<file path="src/rtl/flash_sector_guard.sv">
module flash_sector_guard #(
  parameter bit TOP_BOOT = 1'b0,
  parameter int AW = 19
) (
  input  logic          clk,
  input  logic          rst_n,
  input  logic          req_valid,
  input  logic [1:0]    req_op,
  input  logic [AW-1:0] req_addr,
  input  logic          prot_we,
  input  logic [3:0]    prot_idx,
  input  logic          prot_val,
  input  logic          sel_we,
  input  logic [3:0]    sel_idx,
  input  logic          sel_val,
  input  logic          tmp_unprot,
  input  logic          erase_susp,
  input  logic          erase_done,
  output logic [3:0]    sec_idx,
  output logic          permit,
  output logic          reject,
  output logic [10:0]   erase_set
);
  localparam int NSEC = 11;
  localparam logic [1:0] OP_RD = 2'd0, OP_PG = 2'd1, OP_SE = 2'd2, OP_CE = 2'd3;

  logic [NSEC-1:0] prot_q, sel_q, pend_q;
  logic [NSEC-1:0] eff_prot, cur_bit, er_cand;
  logic [3:0]      cur_sec;
  logic            busy, in_pend, is_erase, ok;

  function automatic logic [3:0] bot_idx(input logic [AW-1:0] a);
    if (a[AW-1:AW-3] != 3'd0) return 4'(a[AW-1:AW-3]) + 4'd3;
    else if (a[AW-4])         return 4'd3;
    else if (a[AW-5])         return a[AW-6] ? 4'd2 : 4'd1;
    else                      return 4'd0;
  endfunction

  generate
    if (TOP_BOOT) begin : g_top
      assign cur_sec = 4'd10 - bot_idx(~req_addr);
    end else begin : g_bot
      assign cur_sec = bot_idx(req_addr);
    end
  endgenerate

  assign eff_prot = tmp_unprot ? '0 : prot_q;
  assign cur_bit  = NSEC'(1) << cur_sec;
  assign busy     = (pend_q != '0) && !erase_susp;
  assign in_pend  = erase_susp && ((pend_q & cur_bit) != '0);
  assign is_erase = (req_op == OP_SE) || (req_op == OP_CE);
  assign er_cand  = ((req_op == OP_CE) ? {NSEC{1'b1}} : sel_q) & ~eff_prot;

  always_comb begin
    case (req_op)
      OP_RD:   ok = !busy && !in_pend;
      OP_PG:   ok = !busy && !in_pend && ((eff_prot & cur_bit) == '0);
      default: ok = (pend_q == '0) && (er_cand != '0);
    endcase
  end

  always_ff @(posedge clk) begin
    if (!rst_n) begin
      prot_q    <= '0;
      sel_q     <= '0;
      pend_q    <= '0;
      sec_idx   <= '0;
      permit    <= 1'b0;
      reject    <= 1'b0;
      erase_set <= '0;
    end else begin
      permit    <= req_valid && ok;
      reject    <= req_valid && !ok;
      erase_set <= (req_valid && is_erase && ok) ? er_cand : '0;
      if (req_valid) sec_idx <= cur_sec;
      if (prot_we && prot_idx < 4'(NSEC)) prot_q[prot_idx] <= prot_val;
      if (req_valid && is_erase && ok)     sel_q <= '0;
      else if (sel_we && sel_idx < 4'(NSEC)) sel_q[sel_idx] <= sel_val;
      if (req_valid && is_erase && ok) pend_q <= er_cand;
      else if (erase_done)             pend_q <= '0;
    end
  end

  AST_PULSE_EXCL: assert property (@(posedge clk) disable iff (!rst_n)
    !(permit && reject));
  AST_REQ_ANSWERED: assert property (@(posedge clk) disable iff (!rst_n)
    req_valid |=> (permit || reject));
  AST_NO_REQ_QUIET: assert property (@(posedge clk) disable iff (!rst_n)
    !req_valid |=> (!permit && !reject));
  AST_IDX_RANGE: assert property (@(posedge clk) disable iff (!rst_n)
    (permit || reject) |-> (sec_idx < 4'(NSEC)));
  AST_ESET_UNPROT: assert property (@(posedge clk) disable iff (!rst_n)
    ($past(!tmp_unprot) && erase_set != '0) |-> ((erase_set & $past(prot_q)) == '0));
  AST_PROT_REJECT: assert property (@(posedge clk) disable iff (!rst_n)
    (req_valid && req_op == OP_PG && !tmp_unprot && (prot_q & cur_bit) != '0) |=> reject);
  AST_SUSP_REJECT: assert property (@(posedge clk) disable iff (!rst_n)
    (req_valid && !is_erase && erase_susp && (pend_q & cur_bit) != '0) |=> reject);
  AST_PEND_HOLD: assert property (@(posedge clk) disable iff (!rst_n)
    (pend_q != '0 && !erase_done) |=> (pend_q == $past(pend_q)));
  AST_TMP_KEEP: assert property (@(posedge clk) disable iff (!rst_n)
    (tmp_unprot && !prot_we) |=> (prot_q == $past(prot_q)));
endmodule

</file>
<file path="config.mk">
export PLATFORM = sky130hd
export DESIGN_NAME = flash_sector_guard
export DESIGN_NICKNAME = d
export VERILOG_FILES = /design/src/rtl/flash_sector_guard.sv
export SDC_FILE = /design/constraint.sdc
export NUM_CORES = 1
export LEC_CHECK = 0
export ABC_AREA = 1
export BUFFER_PORTS_ARGS = -buffer_cell sky130_fd_sc_hd__buf_4
export CAP_MARGIN = 15
export CORE_MARGIN = 5
export CORE_UTILIZATION = 54
export CTS_CLUSTER_DIAMETER = 30
export CTS_CLUSTER_SIZE = 24
export DETAILED_ROUTE_END_ITERATION = 8
export HOLD_SLACK_MARGIN = 0.05
export PLACE_DENSITY = 0.89
export SLEW_MARGIN = 20
export SYNTH_ARGS = -nofsm -noshare
export SYNTH_HDL_FRONTEND = slang
export SYNTH_SLANG_ARGS = --single-unit
</file>
<file path="constraint.sdc">
create_clock -name clk -period 3.2 [get_ports clk]
set_input_delay 0.96 -clock clk [delete_from_list [all_inputs] [get_ports clk]]
set_output_delay 0.96 -clock clk [all_outputs]
set_load 0.02 [all_outputs]
</file>
# --- Yosys cells after proc, flatten, opt, wreduce, memory -nomap -nowiden ---
# Cells that the tools add are included.
classes:
  shift: 1
  n_addsub: 1
  n_reduce_logical: 28
  order_cmp: 6
  mux: 15
  n_bitwise: 5
  eq_ne: 3
ops:
  columns: ["operator", "n"]
  rows:
  - ["11-bit two-way mux", 4]
  - ["11-bit bitwise AND", 3]
  - ["11-bit nonzero test", 3]
  - ["11-bit bitwise mux", 2]
  - ["11-bit logical NOT", 2]
  - ["1-bit logical AND", 13]
  - ["11-bit inverter", 1]
  - ["1-bit by 4-bit left shift with 11-bit output, first input constant", 1]
  - ["4-bit by 5-bit less-than comparator with 1-bit output, second input constant", 2]
  - ["1-bit demux with 4-bit select", 2]
  - ["4-bit by 1-bit greater-or-equal comparator with 1-bit output, second input constant", 2]
  - ["4-bit less-than comparator, second input constant", 2]
  - ["2-bit two-way mux", 3]
  - ["3-bit by 2-bit adder with 4-bit output, second input constant", 1]
  - ["2-bit equality test, second input constant", 2]
  - ["1-bit logical NOT", 4]
  - ["4-bit two-way mux", 1]
  - ["3-bit nonzero test", 1]
  - ["2-bit by 1-bit equality test with 1-bit output, second input constant", 1]
  - ["2-bit logical NOT", 1]
  - ["1-bit two-way mux", 2]
  - ["1-bit case mux with 2 select lines", 1]
  - ["2-bit AND reduction", 1]
  - ["2-bit nonzero test", 1]
  - ["3 further kinds", 3]
word_totals:
  elab_cells: 66
  regBits: 50
  inputBits: 39
  output_inout_bits: 17

# --- Longest topological paths before layout ---
# Gate-level depths: netlist of the first run.
logic_depth:
  depth_word: 14
  ltp_mapped: 19
  mapped_depth_nobuf: 18

# --- Least setup slack after synthesis of the first run ---
# Ideal clock, no wire load.
synth_path:
  path_type: "input to register"
  startpoint: "input port req_addr[16]"
  endpoint: "register pend_q[0]"
  arrival_ns: 2.478
  required_time_ns: 3.086
  path_buffers: 1
  setup_ns: 0.114
  path_stages: 18
  slack_ns: 0.608
  path_cell_list: "inv_1 -> ha_1 -> inv_1 -> nor2_1 -> nand2_1 -> nand2_2 -> inv_2 -> nor2_4 -> nand3_1 -> nand2_1 -> nor2_1 -> nand3_1 -> nand2_1 -> nand3_2 -> nand2_2 -> buf_4 -> nand4_1 -> nand2_1"
synth_between:
  elab_chain_cells: 12
  word_cells_on_any_way: 16
  classes_between: "add/sub (1); shift (1); mux (3); bitwise (2); reduce/logical (9)"
synth_lines:
  columns: ["item", "line_no", "rtl"]
  rows:
  - ["start, declared", "9", "input logic [AW-1:0] req_addr,"]
  - ["3-bit by 2-bit adder with 4-bit output / 3-bit nonzero test (equally long branches)", "33", "if (a[AW-1:AW-3] != 3'd0) return 4'(a[AW-1:AW-3]) + 4'd3;"]
  - ["4-bit two-way mux (*)", "33", null]
  - ["1-bit by 4-bit left shift with 11-bit output (*)", "48", "assign cur_bit = NSEC'(1) << cur_sec;"]
  - ["11-bit bitwise AND", "50", "assign in_pend = erase_susp && ((pend_q & cur_bit) != '0);"]
  - ["11-bit nonzero test", "50", null]
  - ["1-bit logical AND", "50", null]
  - ["1-bit logical NOT", "56, 57", null]
  - ["1-bit logical AND", "56, 57", null]
  - ["1-bit logical AND", "57", "OP_PG: ok = !busy && !in_pend && ((eff_prot & cur_bit) == '0);"]
  - ["1-bit case mux with 2 select lines (*)", "55", "case (req_op)"]
  - ["1-bit logical AND (*)", "79", "if (req_valid && is_erase && ok) pend_q <= er_cand;"]
  - ["11-bit two-way mux / 2-bit nonzero test (equally long branches)", null, null]
  - ["end signal, assigned", "79", null]
  - ["end, declared", "27", "logic [NSEC-1:0] prot_q, sel_q, pend_q;"]
# Mark *: on every way between the ends. The rest lies on a longest branch, timed or not.
# A chain may end at the register's enable or synchronous reset.

# --- Worst setup path in the final report of the first run ---
layout_path:
  startpoint: "input port req_addr[16]"
  endpoint: "register sel_q[0]"
layout_between:
  elab_chain_cells: 12
  word_cells_on_any_way: 15
  classes_between: "add/sub (1); shift (1); mux (2); bitwise (2); reduce/logical (9)"
layout_lines:
  columns: ["item", "line_no", "rtl"]
  rows:
  - ["3-bit by 2-bit adder with 4-bit output / 3-bit nonzero test (equally long branches)", "33", null]
  - ["4-bit two-way mux (*)", "33", null]
  - ["1-bit by 4-bit left shift with 11-bit output (*)", "48", null]
  - ["11-bit bitwise AND", "50", null]
  - ["11-bit nonzero test", "50", null]
  - ["1-bit logical AND", "50", null]
  - ["1-bit logical NOT", "56, 57", null]
  - ["1-bit logical AND", "56, 57", null]
  - ["1-bit logical AND", "57", null]
  - ["1-bit case mux with 2 select lines (*)", "55", null]
  - ["1-bit logical AND (*)", "77", "if (req_valid && is_erase && ok) sel_q <= '0;"]
  - ["2-bit OR reduction (no line) (*)", null, null]
  - ["end signal, assigned by index", "78", "else if (sel_we && sel_idx < 4'(NSEC)) sel_q[sel_idx] <= sel_val;"]
  - ["end, declared", "27", null]
# Marks and branches as above.

==> results.yml, run 1 <==
sta:
  slew_viol_final: 0
  max_clock_freq_mhz: 358
  fin_crit_ns: 2.80
  tightest_slew_ns: 0.793
  finalSetupTns_ns: 0
  rsz0062_at_grt: "no"
  fin_crit_sh_pct: 87.4
  clock_skew_ns: 0.0113
  setup-violations-final: 0
  max_slew_margin_pct: 46.9
  hold_viol_final: 0
placed_design:
  gp_congestion: 0.866
  port-buffer-count: 42
  dp_hpwl_mm: 4.88
  place_inst: 491
clocking:
  clk_pin_slew_worst_paths_ns: 0.09
  cts_resized: 0
  numCtsBuffers: 5
  worstSkewPairLatency_ns: 0.32
  cts_tree: "yes"
  cts_root_buf: "clkbuf_8"
  cts_setup_buffers: 0
  h-tree-depth: 2
  cts.sinks: 50
  cts_hold_buf: 0
  cts_buffer_depth: 2
pwr:
  finalPower_w: 0.00124
  leakagePower_nw: 1.57
  power_density_mw_per_mm2: 401
  irDropWorstVdd_mv: 0.291
hold_path:
  hold_class: "flop to flop"
  worstHoldStart: "prot_q[10]$_SDFFE_PN0P_"
  min_path_cells: 2
  whs_endpoint: "prot_q[10]$_SDFFE_PN0P_"
die:
  row_count: 25
  core-area_sq_mm: 0.00475
  io_pins: 56
  floorplan.die_area_sq_mm: 0.00640
  die_x_microns: 80.0
  start_util_pct: 55.7
  die_height_microns: 80.0
final_layout:
  post-route-util_pct: 65.1
  diodes: 0
  layout-drive-gt1-share_pct: 19.2
  final_nets: 472
  area_delta_synth_final_pct: 16.9
  fin_cells: 499
yosys:
  synth_seq_cells: 50
  yosysWarnings: 0
  ys_types: 30
  seq_area_frac_synth_pct: 37.8
  postSynthCellCount: 392
  syn_avg_cell_area_sq_um: 6.75
  syn-num-nets: 433
  netlist_area_sq_mm: 0.00265
setup_path:
  start_kind: "input pin"
  worstPathArrival_ns: 2.99
  r2r_cells: 8
  path_cells: "buf_4, inv_1, ha_1, inv_1, nor2_1, nand3_1, nand2_1, nor2_2, nand4_1, nand2_1, nor2_1, nand3_1, nand2_1, nand3_2, nand2_2, nand2_4, nand2_2, nor2_1"
  rr_endpoint: "sel_q[0]$_SDFFE_PP0P_"
  rrSetupSlack_ns: 1.22
  cp_data_required_time_ns: 3.40
  slowest_delay_ns: 0.25
  path_buf_inv: 3
  cp-end-kind: "flop"
  crit_slowest_cell: "nand2_2"
  path_class: "input pin to flop"
  crit_fanout: 11
  reg2reg_from: "pend_q[0]$_SDFFE_PN0P_"
  crit_family: "simple AND/OR/NAND/NOR gates"
detailed_routing:
  met1_length_mm: 2.65
  drcViolationCount: 0
  wl_met3_microns: 263
  wl_per_cell_microns: 12.3
  drt-total-wl_mm: 6.12
  first_pass_iters: 4
  viasPerCell: 5.17
  drtIter0Drc: 182
  highest_layer: "met4"
  ant_nets: 0
  vias: 2578
  wl_met2_mm: 3.10
grt:
  grt_antenna_before_repair: 0
  grt_usage_pct: 20.3
  grt_pass1_wl_mm: 10.4
  grt_max_degree: 21
  grt-ovfl-total: 0
  grt_pass1_vias: 2435
run_status:
  run_status: "finished, final reports clean"
flow_run:
  maxCapViolations: 0
## synth_stat cells, drive strengths merged
cell    instances  share of area [%]
o21ai          25                5.2
nand2          83                 12
and3            1               0.24
inv            78                 11
clkbuf          9                1.3
buf             5                1.6
a31oi           2               0.47
o22ai          10                2.4
dfxtp          50                 38
o211ai          3               0.85
nor2           45                8.6
a21oi          13                2.5
ha              2               0.95
nand3          31                6.5
nor3            4               0.76
nand4          25                5.9
nor4            5                1.2
o311ai          1               0.33
## cell usage in the layout (no fill, tap or decap), drive strengths merged
master | netlist | layout
nand4 | 25 | 25
nand3 | 31 | 31
clkinvlp | 0 | 1
nor4 | 5 | 5
o22ai | 10 | 10
inv | 78 | 79
a31oi | 2 | 2
o211ai | 3 | 3
ha | 2 | 2
clkbuf | 9 | 5
nor2 | 45 | 45
o21ai | 25 | 25
nand2 | 83 | 83
a21oi | 13 | 13
and3 | 1 | 1
buf | 5 | 46
dfxtp | 50 | 50
o311ai | 1 | 1
clkinv | 0 | 1
nor3 | 4 | 4
## area by class of cell
| cell class | instances | area (sq um) |
|---|---|---|
| Clock buffer | 5 | 68.8 |
| Clock inverter | 3 | 25.0 |
| Fill cell | 447 | 1660 |
| Inverter | 78 | 293 |
| Multi-Input combinational cell | 250 | 1280 |
| Sequential cell | 50 | 1000 |
| Tap cell | 67 | 83.8 |
| Timing Repair Buffer | 46 | 345 |
## through the flow
step	worst slack [ns]	cell area (sq um)	hold WS, ns
CTS	0.414	3090	0.466
detailed placement	0.0859	3000	0.452
global route	0.205	3090	0.500
global placement	0.200	3000	0.437
finish	0.405	3090	0.468
floorplan	0.608	2650	0.423
## metal layers
layer	GRT usage (%)	vias up
li1	-	1347
met1	23.7	1158
met4	7.09	0
met2	37.0	65
met5	0	-
met3	3.39	8
## state kept, by name, summed over array words and instances (netlist names)
signal / count
permit: 1
prot_q: 11
sel_q: 11
pend_q: 11
reject: 1
sec_idx: 4
erase_set: 11
## power by group
| group | switching [W] | internal, W |
|---|---|---|
| clock | 0.000225 | 0.000158 |
| sequential | 0.00000744 | 0.000636 |
| combinational | 0.000138 | 0.0000756 |
| total | 0.000371 | 0.000870 |
## worst max path at each step
| stage | start | end | slack, ns | depth (start not counted) |
|---|---|---|---|---|
| finish | req_addr[16] | sel_q[0]$_SDFFE_PP0P_ | 0.40 | 18 |
| floorplan | req_addr[16] | pend_q[0]$_SDFFE_PN0P_ | 0.61 | 18 |
| CTS | req_addr[16] | sel_q[0]$_SDFFE_PP0P_ | 0.41 | 18 |
| global placement | req_addr[16] | sel_q[0]$_SDFFE_PP0P_ | 0.20 | 18 |
| detailed placement | req_addr[16] | sel_q[0]$_SDFFE_PP0P_ | 0.09 | 18 |
| global route | req_addr[16] | sel_q[0]$_SDFFE_PP0P_ | 0.21 | 18 |
## tightest hold or removal path: stages (launching register included)
cell and delay, ns:
dfxtp_1 0.32, inv_1 0.05, a21oi_1 0.06
## kinds of logic (layout without fill, tap and decap cells)
family                   after synthesis  after routing  share of synthesized area (%)
AND/OR/NAND/NOR                      194            194                           35.6
adder cells (fa/ha/maj)                2              2                          0.945
AO/OA/AOI/OAI                         54             54                           11.6
buffers and inverters                 92            132                           13.9
flip-flops                            50             50                           37.8
Note: power is estimated with default switching activity, not from simulation.
==> run 2: changes to the inputs <==
==> constraint.sdc (replaced) <==
create_clock -name clk -period 2.8 [get_ports clk]
set_input_delay 0.28 -clock clk [delete_from_list [all_inputs] [get_ports clk]]
set_output_delay 0.28 -clock clk [all_outputs]
set_load 0.02 [all_outputs]
==> run 2 against run 1 <==
Power increased by 28%. Routed wire length decreased by 1.9%. Combinational power increased by 11%. Clock power increased by 61%. Worst setup slack improved by 0.082 ns. Die area unchanged. Clock skew decreased by 0.0032 ns. Critical path depth increased by 1. Hold slack got worse by 0.24 ns. Register-to-register slack got worse by 0.60 ns. Largest cell class unchanged. Largest power group unchanged.
==> results.yml, run 2 (same netlist as run 1, synthesis figures left out) <==
sta:
  slew_viol_final: 0
  rsz0062_at_grt: "no"
  fin_crit_ns: 2.31
  setup-violations-final: 0
  max_slew_margin_pct: 48.3
  clock_skew_ns: 0.00811
  tightest_slew_ns: 0.773
  hold_viol_final: 0
  finalSetupTns_ns: 0
  max_clock_freq_mhz: 432
  fin_hold_ws_ns: 0.231
  fin_crit_sh_pct: 82.6
setup_path:
  path_cells: "buf_4, inv_1, ha_1, inv_1, nand2_1, nand3_4, nor2_8, inv_2, nor2_2, nand2_1, nand2_1, nor2_1, nand3_1, nand2_1, nand3_2, nand2_2, nand2_4, nand2_2, nor2_2"
  path_class: "input pin to flop"
  path_buf_inv: 4
  crit_family: "simple AND/OR/NAND/NOR gates"
  rrSetupSlack_ns: 0.62
  start_kind: "input pin"
  crit_fanout: 15
  reg2reg_from: "pend_q[4]$_SDFFE_PN0P_"
  crit_slowest_cell: "nand2_2"
  slowest_delay_ns: 0.23
  cp_common_cell: "nand2_1"
  path_depth: 19
  worstPathArrival_ns: 2.55
  r2r_cells: 10
  crit_path_start: "req_addr[16]"
  cp_data_required_time_ns: 3.04
  cp-end-kind: "flop"
  rr_endpoint: "sel_q[0]$_SDFFE_PP0P_"
  crit_end: "sel_q[6]$_SDFFE_PP0P_"
detailed_routing:
  ant_nets: 0
  wl_per_cell_microns: 12.1
  drt-total-wl_mm: 6.01
  vias: 2604
  drcViolationCount: 0
  viasPerCell: 5.26
  first_pass_iters: 5
  drtIter0Drc: 284
clocking:
  cts_root_buf: "clkbuf_8"
  cts_setup_buffers: 0
  h-tree-depth: 2
  cts_hold_buf: 0
  cts_buffer_depth: 2
  worstSkewPairLatency_ns: 0.30
  clk_pin_slew_worst_paths_ns: 0.09
  cts.sinks: 50
  cts_resized: 0
  cts_tree: "yes"
  numCtsBuffers: 5
die:
  die_height_microns: 80.0
  start_util_pct: 55.7
  io_pins: 56
  floorplan.die_area_sq_mm: 0.00640
  die_x_microns: 80.0
  row_count: 25
  core-area_sq_mm: 0.00475
pwr:
  leakagePower_nw: 1.57
  irDropWorstVdd_mv: 0.281
  power_density_mw_per_mm2: 510
grt:
  grt_antenna_before_repair: 0
  grt_pass1_wl_mm: 9.95
  grt-ovfl-total: 0
  grt_max_degree: 21
  grt_pass1_vias: 2348
  grt_usage_pct: 19.4
final_layout:
  final_common_cell: "nand2_1"
  layout-drive-gt1-share_pct: 18.5
  final_cell_mix: "78 x nand2_1, 73 x inv_1, 50 x dfxtp_1"
  area_delta_synth_final_pct: 17.6
  diodes: 0
  final_nets: 468
placed_design:
  port-buffer-count: 42
  gp_congestion: 0.875
  dp_hpwl_mm: 4.62
run_status:
  run_status: "finished, final reports clean"
flow_run:
  maxCapViolations: 0
hold_path:
  hold_class: "input pin to flop"
==> run 2: routing by layer <==
layer	vias to the layer above	GRT usage, %	share of wire [%]
met3	7	4.85	6.5
met4	0	5.91	1.2
met2	98	34.8	50
met1	1170	22.5	42
met5	-	0	0
li1	1329	-	-
==> run 2: report_power, final <==
| group | internal (W) | switching (W) |
|---|---|---|
| combinational | 0.0000799 | 0.000157 |
| clock | 0.000381 | 0.000235 |
| sequential | 0.000727 | 0.00000829 |
==> run 2: stage by stage <==
step / cell area, sq um / instances / setup slack [ns] / utilization [%] / power (W)
after global placement: 2970 / 487 / 0.294 / 62.4 / 0.000979
after floorplan: 2650 / 392 / 0.888 / - / 0.000915
after detailed placement: 2970 / 487 / 0.222 / 62.4 / 0.000985
after global routing: 3110 / 495 / 0.263 / 65.4 / 0.00166
after CTS: 3110 / 495 / 0.506 / 65.4 / 0.00159
final: 3110 / 495 / 0.487 / 65.4 / 0.00159
==> run 2: layout make-up <==
type	instances	area, sq um
tap	67	83.8
timing repair buffer	42	315
fill	435	1640
sequential	50	1000
multi-input combinational	250	1280
inverter	78	293
clock inverter	2	60.1
clock buffer	6	82.6
==> run 2: worst min path at each step <==
stage / from / endpoint / slack, ns / cells past startpoint
after CTS: req_valid / sec_idx[3]$_SDFFE_PN0P_ / 0.23 / 2
after global placement: prot_q[10]$_SDFFE_PN0P_ / prot_q[10]$_SDFFE_PN0P_ / 0.44 / 2
final: req_valid / sec_idx[3]$_SDFFE_PN0P_ / 0.23 / 2
after detailed placement: prot_q[10]$_SDFFE_PN0P_ / prot_q[10]$_SDFFE_PN0P_ / 0.44 / 2
after floorplan: rst_n / prot_q[10]$_SDFFE_PN0P_ / 0.42 / 2
after global routing: req_valid / sec_idx[3]$_SDFFE_PN0P_ / 0.23 / 2
==> run 3: changes to the inputs <==
- CORE_UTILIZATION: 54 -> 49
- PLACE_DENSITY: 0.89 -> 0.86
- clock period: 2.8 -> 1.87 ns (I/O delays scaled with it)
==> run 3 against run 2 <==
The flow now finishes with violations (setup timing). Flip-flop and latch count is the same. Routed wire length grew 18%. First-iteration DRC count shrank 13%. Clock skew grew 0.0087 ns. Critical path depth shrank 2. Sequential share of layout area shrank 3.4 points. Power grew 43%. Non-clock buffer count grew 32. Clock-buffer cell count shrank 1. Largest power group unchanged.
==> results.yml, run 3 (same netlist as run 1, synthesis figures left out) <==
placed_design:
  dp_hpwl_mm: 5.15
  dpl_cell_area_sq_mm: 0.00321
  gp_congestion: 0.904
  port-buffer-count: 42
final_layout:
  final_cell_area_sq_mm: 0.00348
  fillers: 412
  final_cell_mix: "73 x nand2_1, 70 x inv_1, 70 x buf_4"
  layout-drive-gt1-share_pct: 27.8
  diodes: 0
  final_nets: 500
  area_delta_synth_final_pct: 31.4
  post-route-util_pct: 67.2
  final_common_cell: "nand2_1"
sta:
  max_slew_margin_pct: 73.6
  slew_viol_final: 0
  setup-violations-final: 26
  finalSetupTns_ns: -0.923
  finalWorstSetupSlack_ns: -0.0684
  hold_viol_final: 0
  fin_crit_sh_pct: 104
  tightest_slew_ns: 0.395
  fin_hold_ws_ns: 0.133
  fin_crit_ns: 1.94
  clock_skew_ns: 0.0168
  rsz0062_at_grt: "yes"
  max_clock_freq_mhz: 516
detailed_routing:
  vias: 2785
  drtIter0Drc: 247
  wl_per_cell_microns: 13.4
  drcViolationCount: 0
  ant_nets: 0
  drt-total-wl_mm: 7.08
  viasPerCell: 5.25
  first_pass_iters: 5
pwr:
  p_comb_share_pct: 21.4
  p_sw_share_pct: 30.7
  seq_power_share_pct: 48.5
  p_switching_w: 0.000698
  irDropWorstVdd_mv: 0.621
  power_density_mw_per_mm2: 653
  clockPowerShare_pct: 30.1
  leakagePower_nw: 1.75
  internal-power_w: 0.00157
setup_path:
  worstPathArrival_ns: 2.21
  cp_data_required_time_ns: 2.14
  crit_fanout: 6
  cp-end-kind: "flop"
  start_kind: "input pin"
  path_class: "input pin to flop"
grt:
  grt_max_degree: 19
  grt-ovfl-total: 0
  grt_pass1_vias: 2551
  grt_antenna_before_repair: 0
  grt_pass1_wl_mm: 11.1
  grt_usage_pct: 19.0
die:
  floorplan.die_area_sq_mm: 0.00697
  die_height_microns: 83.5
  row_count: 26
  io_pins: 56
  start_util_pct: 51.2
  core-area_sq_mm: 0.00517
  die_x_microns: 83.5
run_status:
  failed_checks: "setup timing"
  run_status: "finished, violations left"
clocking:
  cts_root_buf: "clkbuf_8"
  clk_pin_slew_worst_paths_ns: 0.11
  h-tree-depth: 2
  numCtsBuffers: 5
  cts.sinks: 50
  cts_tree: "yes"
  cts_buffer_depth: 2
  worstSkewPairLatency_ns: 0.32
flow_run:
  maxCapViolations: 0
hold_path:
  hold_class: "input pin to flop"
-- run 3: cell types whose count changed in the layout (fill, tap and decap cells not counted), sizes merged --
cell    before  now
buf         42   73
bufinv       2    0
inv         78   80
clkinv       0    1
-- run 3: path summary, 6_finish.rpt --
| kind | startpoint | endpoint | slack (ns) | cells after the start |
|---|---|---|---|---|
| worst max register to register | pend_q[0]$_SDFFE_PN0P_ | pend_q[1]$_SDFFE_PN0P_ | -0.04 | 11 |
| worst min-delay path | req_valid | sec_idx[3]$_SDFFE_PN0P_ | 0.13 | 2 |
| worst max-delay path | req_addr[16] | pend_q[1]$_SDFFE_PN0P_ | -0.07 | 17 |
| worst min register to register | prot_q[10]$_SDFFE_PN0P_ | prot_q[10]$_SDFFE_PN0P_ | 0.46 | 2 |
-- run 3: timing repair --
item                       4_1_cts  5_1_grt
setup buffers                    0        3
hold buffers                     0        0
setup endpoints to repair       29       34
gates cloned                     0        1
gates resized for setup          7       24
pin swaps                        0       15
-- run 3: metal layers --
metal	GRT usage, %	vias to the layer above	part of all wire (%)
met1	21.7	1256	40
met4	7.31	0	3.3
met2	33.3	113	51
li1	-	1394	-
met3	5.63	22	6.1
met5	0	-	0
-- run 3: critical path, stage by stage --
cell and delay (ns):
buf_4 0.10, inv_4 0.04, ha_4 0.15, buf_4 0.13, nand2_4 0.08, nand3_4 0.12
buf_4 0.19, nand4_1 0.09, nand2_1 0.08, nor2_1 0.17, nand3_1 0.12, nand2_1 0.11
nand3_2 0.10, nand2_4 0.12, buf_4 0.12, nand4_1 0.16, nand2_1 0.13
-- run 3: area by class of cell --
class,instances,area [sq um],area share (%)
clock buffer,5,68.8,1.98
clock inverter,3,28.8,0.827
inverter,78,300,8.63
multi-input combinational,250,1390,39.9
sequential,50,1000,28.8
tap,70,87.6,2.52
timing repair buffer,74,602,17.3
-- run 3: through the flow --
step	total power (W)	worst slack, ns	instances
3_5_place_dp	0.00154	-0.413	518
4_1_cts	0.00222	0.00696	526
6_report	0.00227	-0.0684	530
2_1_floorplan	0.00137	0.0511	392
3_3_place_gp	0.00153	-0.253	518
5_1_grt	0.00237	-0.182	530
-- run 3: power by group through the flow --
| stage | clock, W | sequential [W] | combinational, W |
|---|---|---|---|
| final | 0.000683 | 0.00110 | 0.000486 |
| after global placement | 0 | 0.00112 | 0.000411 |
| after floorplan | 0 | 0.00114 | 0.000232 |
| after detailed placement | 0 | 0.00112 | 0.000420 |
| after global routing | 0.000741 | 0.00111 | 0.000527 |
| after CTS | 0.000690 | 0.00110 | 0.000431 |
